### config.mk
export PLATFORM = sky130hd
export DESIGN_NAME = irq_prio_ctrl
export DESIGN_NICKNAME = d
export VERILOG_FILES = /design/src/rtl/irq_prio_pkg.sv /design/src/rtl/irq_edge_latch.sv /design/src/rtl/irq_prio_pick.sv /design/src/rtl/irq_prio_ctrl.sv
export SDC_FILE = /design/constraint.sdc
export NUM_CORES = 1
export LEC_CHECK = 0
export CORE_MARGIN = 1.5
export CORE_UTILIZATION = 45
export CTS_CLUSTER_DIAMETER = 200
export CTS_CLUSTER_SIZE = 16
export DETAILED_ROUTE_END_ITERATION = 16
export GPL_ROUTABILITY_DRIVEN = 0
export GPL_TIMING_DRIVEN = 0
export PLACE_DENSITY = 0.78
export SETUP_SLACK_MARGIN = 0.05
export SLEW_MARGIN = 20
export SYNTH_ARGS = -nofsm -noshare
export SYNTH_HDL_FRONTEND = slang
export SYNTH_SLANG_ARGS = --single-unit
### constraint.sdc
create_clock -name clk -period 1.5 [get_ports clk]
set_input_delay 0.3 -clock clk [delete_from_list [all_inputs] [get_ports clk]]
set_output_delay 0.3 -clock clk [all_outputs]
set_load 0.05 [all_outputs]
### src/rtl/irq_prio_pkg.sv
package irq_prio_pkg;
  localparam int NMI_VEC  = 3;
  localparam int EXT_BASE = 4;
endpackage

### src/rtl/irq_edge_latch.sv
module irq_edge_latch #(
  parameter int W      = 8,
  parameter bit RISING = 1'b0
) (
  input  logic         clk,
  input  logic         rst,
  input  logic [W-1:0] sig,
  input  logic [W-1:0] arm,
  input  logic [W-1:0] clr,
  output logic [W-1:0] pend
);
  localparam logic IDLE = RISING ? 1'b0 : 1'b1;

  logic [W-1:0] prev;

  for (genvar g = 0; g < W; g++) begin : g_bit
    logic hit;
    if (RISING) begin : g_rise
      assign hit = sig[g] & ~prev[g];
    end else begin : g_fall
      assign hit = ~sig[g] & prev[g];
    end

    always_ff @(posedge clk) begin
      if (rst) begin
        prev[g] <= IDLE;
        pend[g] <= 1'b0;
      end else begin
        prev[g] <= sig[g];
        if (hit && arm[g])
          pend[g] <= 1'b1;
        else if (clr[g])
          pend[g] <= 1'b0;
      end
    end
  end
endmodule

### src/rtl/irq_prio_pick.sv
module irq_prio_pick #(
  parameter int N    = 12,
  parameter int VW   = 4,
  parameter int BASE = 4
) (
  input  logic [N-1:0]  req,
  output logic          hit,
  output logic [VW-1:0] vec
);
  always_comb begin
    hit = |req;
    vec = '0;
    for (int k = N - 1; k >= 0; k--) begin
      if (req[k]) vec = VW'(BASE + k);
    end
  end
endmodule

### src/rtl/irq_prio_ctrl.sv
module irq_prio_ctrl
  import irq_prio_pkg::*;
#(
  parameter int N_EXT = 8,
  parameter int N_INT = 4,
  parameter int VEC_W = $clog2(EXT_BASE + N_EXT + N_INT)
) (
  input  logic             clk,
  input  logic             rst,
  input  logic             nmi_in,
  input  logic [N_EXT-1:0] ext_irq_n,
  input  logic [N_EXT-1:0] ext_en,
  input  logic [N_INT-1:0] int_req,
  input  logic [N_INT-1:0] int_en,
  input  logic             i_mask,
  input  logic             ack,
  output logic             irq_out,
  output logic [VEC_W-1:0] vec_out
);
  localparam int N_MSK = N_EXT + N_INT;
  localparam logic [VEC_W-1:0] NMI_V = VEC_W'(NMI_VEC);

  logic             ack_fire;
  logic             nmi_pend;
  logic             nmi_clr;
  logic [N_EXT-1:0] ext_pend;
  logic [N_EXT-1:0] ext_clr;
  logic [N_MSK-1:0] acc;
  logic             msk_hit;
  logic [VEC_W-1:0] msk_vec;
  logic             win_hit;
  logic [VEC_W-1:0] win_vec;

  assign ack_fire = ack & irq_out;
  assign nmi_clr  = ack_fire && (vec_out == NMI_V);

  for (genvar g = 0; g < N_EXT; g++) begin : g_clr
    localparam logic [VEC_W-1:0] MYV = VEC_W'(EXT_BASE + g);
    assign ext_clr[g] = ack_fire && (vec_out == MYV);
  end

  irq_edge_latch #(.W(1), .RISING(1'b1)) u_nmi (
    .clk (clk),
    .rst (rst),
    .sig (nmi_in),
    .arm (1'b1),
    .clr (nmi_clr),
    .pend(nmi_pend)
  );

  irq_edge_latch #(.W(N_EXT), .RISING(1'b0)) u_ext (
    .clk (clk),
    .rst (rst),
    .sig (ext_irq_n),
    .arm (ext_en),
    .clr (ext_clr),
    .pend(ext_pend)
  );

  assign acc = {int_req & int_en, ext_pend & ext_en} & {N_MSK{~i_mask}};

  irq_prio_pick #(.N(N_MSK), .VW(VEC_W), .BASE(EXT_BASE)) u_pick (
    .req(acc),
    .hit(msk_hit),
    .vec(msk_vec)
  );

  assign win_hit = nmi_pend | msk_hit;
  assign win_vec = nmi_pend ? NMI_V : msk_vec;

  always_ff @(posedge clk) begin
    if (rst) begin
      irq_out <= 1'b0;
      vec_out <= '0;
    end else if (irq_out) begin
      if (ack) irq_out <= 1'b0;
    end else if (win_hit) begin
      irq_out <= 1'b1;
      vec_out <= win_vec;
    end
  end
endmodule

==> results of run 1 <==
## cell usage in the layout, fill, tap and decap left out, types with 2 or more instances in the layout
cell | Yosys | routed
a21oi_1 | 8 | 7
o21ai_1 | 2 | 3
clkdlybuf4s50_1 | 0 | 13
clkbuf_1 | 2 | 3
dlygate4sd2_1 | 0 | 3
a21oi_2 | 2 | 3
nor3_1 | 3 | 2
dlymetal6s2s_1 | 0 | 11
a311oi_2 | 0 | 2
buf_2 | 0 | 3
or2_2 | 7 | 7
nor2_1 | 3 | 2
dfxtp_2 | 0 | 2
o21ai_0 | 8 | 7
o211ai_1 | 3 | 3
nor2b_1 | 2 | 2
nand3b_1 | 5 | 5
buf_4 | 0 | 2
o311ai_0 | 3 | 3
clkbuf_4 | 0 | 4
a22oi_2 | 4 | 6
dfxtp_1 | 23 | 21
inv_1 | 6 | 6
nand2_1 | 16 | 16
a32oi_1 | 2 | 2
a22o_1 | 2 | 2
## cell families (layout without fill, tap and decap cells)
kind of cell | Yosys count | count (layout) | share of synthesized area, %
flip-flops | 23 | 23 | 43.6
AND/OR/NAND/NOR | 42 | 42 | 20.5
buffers and inverters | 8 | 46 | 2.84
AO/OA/AOI/OAI | 46 | 46 | 33.1
## per-stage QoR
stage | setup slack (ps) | cell area, µm²
floorplan | 110 | 1060
global placement | -337 | 1410
detailed placement | -395 | 1410
CTS | 52.9 | 1460
global route | 41.8 | 1510
finish | 87.4 | 1510
## how the worst max path moves through the flow
stage	startpoint	end	cells after the start
finish	irq_out	irq_out	1
global route	int_req[0]	vec_out[0]	6
CTS	int_req[2]	vec_out[1]	6
detailed placement	i_mask	vec_out[1]	6
global placement	ext_en[7]	vec_out[1]	6
floorplan	vec_out[1]	u_ext.pend[7]	5
## metal layers
layer	vias up	wire length (µm)
li1	525	-
met2	49	1350
met5	-	0
met1	481	1180
met4	0	59
met3	6	209
## registers in the layout (all words and copies together), names as in the netlist
| signal | count |
|---|---|
| irq_out | 1 |
| u_nmi.pend | 1 |
| vec_out | 4 |
| u_nmi.prev | 1 |
| u_ext.pend | 8 |
| u_ext.prev | 8 |
## final cells by class
cell class,instances,area share [%]
Sequential cell,23,30.7
Buffer,2,0.498
Multi-Input combinational cell,88,40.5
Inverter,6,1.49
Tap cell,28,2.32
Timing Repair Buffer,34,22.7
Clock buffer,4,1.74
## where the power goes
part	leakage (µW)	internal (µW)	switching [µW]	total (µW)
registers	0.000191	660	50.3	711
logic	0.000428	169	204	372
clock network	0.0000150	104	194	298
## what timing repair did
item | CTS | global route
hold endpoints to repair | 0 | 0
setup endpoints to repair | 8 | 6
gates resized for setup | 28 | 21
pin swaps | 3 | 7
hold buffers | 0 | 0
setup buffers | 2 | 0
==> results.txt, run 1 <==
Syn. warnings - 0
CTS Buf Count - 3
Power per cell area - 916 nW/µm²
Clock Sinks - 23
Initial antenna violation count - 0
Peak VDD IR - 0.715 mV
Hold depth - 3
First-pass GRT wire length - 4.36 mm
Die footprint - 2650 µm²
Port bufs - 32
Hold Path Class - in -> reg
FMAX - 708 MHz
Worst reg2reg setup slack - 130 ps
Vias in the first global route - 1041
Measured slew at the worst slew-check pin - 466 ps
Die H - 51.4 µm
Layout cell share with drive strength beyond 1 - 22.9%
Core ar. - 2210 µm²
Async SR Flop Fraction - 0%
RR Endpoint - vec_out[0]
Finished Layout Cells - 185
Hold path start - ext_en[1]
Largest cells by area after synthesis - dfxtp_1 44%, nand2_1 5.7%, a22oi_2 4.7%
Gr ovfl total - 0
Startpoint types - flop
Mean Syn Cell Area - 8.87 µm²
Clock latency at the later pin of the worst-skew pair - 320 ps
Setup violators final - 0
Period Utilization, post-route - 94.2%
Fin. Hold Viols - 0
CTS tree - built
WP data required - 1200 ps
Post-synth top area share - 43.6%
FF+latch count, synth - 23
Pwr Total - 1380 µW
Fillers - 206
# DRC - 0
Post-synth net total - 148
Mapped Cells - 119
CTS root buf - clkbuf_4
DRT Wirelength - 2.80 mm
R2R depth - 5
Final Max Tran Viols - 0
Register area share after synthesis - 43.6%
Met1 GRT Util - 26.9%
Slew headroom - 68.9%
Outcome - completed
Util after Layout - 68.2%
Multi-input logic area - 611 µm²
Via count - 1061
Sequential cell area - 463 µm²
Cell with the most instances after synthesis - dfxtp_1
DR WL/cell - 15.1 µm
Clock skew - 2.74 ps
Area leader, netlist - dfxtp_1
Leak pwr - 0.000635 µW
I/O pins - 34
Largest net degree at the start of global routing - 13
Area Overhead vs Synth - 42.8%
Antenna-violating nets left - 0
Iteration-0 DRC count of the detailed router - 27
CP Cell Sequence - clkdlybuf4s15_2
Critical path buffers and inverters - 1
Gr busiest metal - met2
Max-Cap Viols - 0
Minimum clock period - 1410 ps
Fin Hold WS - 287 ps
Clk slew on worst S/H paths - 130 ps
H-Tree Depth - 1
Setup TNS - 0 ps
Reg-to-Reg Start - u_ext.pend[2]
WP data arrival - 1110 ps
GR Util All Layers - 22.3%
Syn Std Cell Area - 1060 µm²
Critical path endpoint category - primary output
Netlist cell types - 33
Worst-case clock buffer depth - 2
Delay-heaviest family, CP - flip-flops
Number of detailed-route iterations in the first pass - 4
CP peak stage delay - 410 ps
Rows - 17
Worst Hold End - u_ext.pend[1]
Vias per inst - 5.74
CP Class - reg -> out
Met3 Track Usage GR - 4.39%
Slowest-stage cell, CP - dfxtp_2
Initial Util - 47.7%
CP max FO - 6
Post-synth top cells - 23 x dfxtp_1, 16 x nand2_1, 8 x a21oi_1, 8 x o21ai_0, 7 x or2_2
Placed Cells - 179
RSZ-0062 raised after global routing - no
Hpwl dp - 2.07 mm
Post-synth EDFFs - 0
Die width - 51.4 µm
Final net count - 187
Ys flop type - dfxtp_1
M2 GR Usage - 35.9%
Antenna fix cells - 0
No activity file was read; power rests on OpenSTA's default activity.
==> inputs of run 2 (changes only) <==
--- a/config.mk
+++ b/config.mk
@@ -13,6 +13,7 @@
 export GPL_ROUTABILITY_DRIVEN = 0
 export GPL_TIMING_DRIVEN = 0
 export PLACE_DENSITY = 0.78
+export RECOVER_POWER = 100
 export SETUP_SLACK_MARGIN = 0.05
 export SLEW_MARGIN = 20
 export SYNTH_ARGS = -nofsm -noshare
==> results.txt, run 2 (synthesized netlist as in run 1, its figures left out) <==
Core ar. - 2210 µm² (unchanged)
Cell Area, Placed - 1410 µm² (unchanged)
Fin Hold WS - 291 ps (+4.27 ps)
FMAX - 707 MHz (-0.15%)
Share of power burned in registers - 51.9% (+0.4 points)
DR WL/cell - 15.1 µm (about the same)
CP max FO - 6 (unchanged)
Commonest non-fill, non-tap cell in the layout - dfxtp_1
Clk slew on worst S/H paths - 130 ps (about the same)
Hold depth - 3 (unchanged)
Vias in the first global route - 1041 (unchanged)
Die width - 51.4 µm (unchanged)
Pwr Total - 1370 µW (-0.85%)
CTS tree - built
Outcome - completed
# DRC - 0 (unchanged)
H-Tree Depth - 1 (unchanged)
CTS root buf - clkbuf_4
Port bufs - 32 (unchanged)
Setup TNS - 0 ps (unchanged)
Initial Util - 47.7% (unchanged)
Multi-input logic area - 603 µm² (-1.2%)
Largest net degree at the start of global routing - 13 (unchanged)
Internal power - 925 µW (-0.85%)
Fin. Hold Viols - 0 (unchanged)
Biggest regs - u_ext.pend x8, u_ext.prev x8, vec_out x4
Clock Sinks - 23 (unchanged)
Rows - 17 (unchanged)
Final Max Tran Viols - 0 (unchanged)
Antenna-violating nets left - 0 (unchanged)
Gr ovfl total - 0 (unchanged)
GR Util All Layers - 22.3% (unchanged)
Switching fraction of total power - 32.4% (about the same)
Setup violators final - 0 (unchanged)
Hold Path Class - in -> reg
Switching power of the nets - 444 µW (-0.86%)
Vias per inst - 5.81 (+1.2%)
Leak pwr - 0.000631 µW (-0.52%)
Slew headroom - 68.3% (-0.60 points)
Period Utilization, post-route - 94.3% (+0.15 points)
Clock latency at the later pin of the worst-skew pair - 310 ps (about the same)
I/O pins - 34 (unchanged)
Power per cell area - 916 nW/µm² (about the same)
Peak VDD IR - 0.711 mV (-0.62%)
Die footprint - 2650 µm² (unchanged)
Hpwl dp - 2.07 mm (unchanged)
Comb pwr share - 26.4% (-0.6 points)
Worst path depth - 1 (unchanged)
Iteration-0 DRC count of the detailed router - 40 (+48%)
Max-Cap Viols - 0 (unchanged)
Initial antenna violation count - 0 (unchanged)
WP data arrival - 1110 ps (about the same)
WP data required - 1200 ps (about the same)
First-pass GRT wire length - 4.36 mm (unchanged)
Placed Cells - 179 (unchanged)
Fin area - 1500 µm² (-0.83%)
R2R depth - 5 (unchanged)
Most frequent cells in the layout - 21 x dfxtp_1, 16 x nand2_1, 11 x dlymetal6s2s_1
Measured slew at the worst slew-check pin - 475 ps (+9.05 ps)
Delay-heaviest family, CP - flip-flops
CP Class - reg -> out
Worst-case clock buffer depth - 2 (unchanged)
Post-CTS Hold Buffers - 0 (unchanged)
Die H - 51.4 µm (unchanged)
Finished Layout Cells - 185 (unchanged)
Area Overhead vs Synth - 41.6%
Final net count - 187 (unchanged)
Minimum clock period - 1410 ps (+2.19 ps)
Slowest-stage cell, CP - dfxtp_2
Sequential cell area - 463 µm² (unchanged)
Via count - 1074 (+1.2%)
Critical path buffers and inverters - 1 (unchanged)
CP Cell Sequence - clkdlybuf4s15_2
Antenna fix cells - 0 (unchanged)
CTS Buf Count - 3 (unchanged)
Clock power frac - 21.6% (about the same)
DRT Wirelength - 2.80 mm (about the same)
Layout cell share with drive strength beyond 1 - 22.3% (-0.64 points)
Fillers - 210 (+1.9%)
Critical path endpoint category - primary output
RSZ-0062 raised after global routing - no
Number of detailed-route iterations in the first pass - 4 (unchanged)
Clock skew - 1.72 ps (-1.02 ps)
CP peak stage delay - 410 ps (about the same)
Startpoint types - flop
==> run 2: cell count changes in the layout (fill, tap and decap cells not counted), sizes merged <==
cell           change
buf                -4
clkdlybuf4s50      -4
dlygate4sd3        +4
clkbuf             +4
==> run 2: layer usage <==
layer  vias to the layer above  GRT usage, %  routed length, µm
met5                         -             0                  0
met4                         0          14.5                 57
met3                         6          4.39                235
met2                        51          35.9               1340
met1                       490          26.9               1170
li1                        527             -                  -
==> run 2: final cells by class <==
class | instances | area share (%)
flip-flops and latches | 23 | 31.0
repair buffers | 34 | 22.6
plain buffers | 2 | 0.502
well taps | 28 | 2.34
multi-input cells | 88 | 40.3
inverters | 6 | 1.51
clock buffers | 4 | 1.76
==> run 2: worst paths after layout <==
kind                      start             to  slack, ps
setup / recovery        irq_out        irq_out         90
hold / removal        ext_en[1]  u_ext.pend[1]        290
setup reg to reg  u_ext.pend[2]     vec_out[0]        130
hold reg to reg      u_nmi.prev     u_nmi.pend        420
==> run 2: through the flow <==
step                util [%]  setup WS [ps]
floorplan                  -            110
global placement        63.9           -337
detailed placement      63.9           -395
CTS                     65.8           52.9
global route            67.6           39.5
finish                  67.6           85.2
==> run 2: what timing repair did <==
action                                  in CTS  in global routing
endpoints found under the setup margin       8                  6
gates resized for setup                     28                 21
buffers inserted                             2                  0
pin swaps                                    3                  7
==> run 2: power by group through the flow <==
stage          clock network [µW]  logic [µW]  registers [µW]
2_1_floorplan                   0         147             766
3_3_place_gp                    0         346             718
3_5_place_dp                    0         352             721
4_1_cts                       299         355             707
5_1_grt                       318         390             717
6_report                      296         362             711
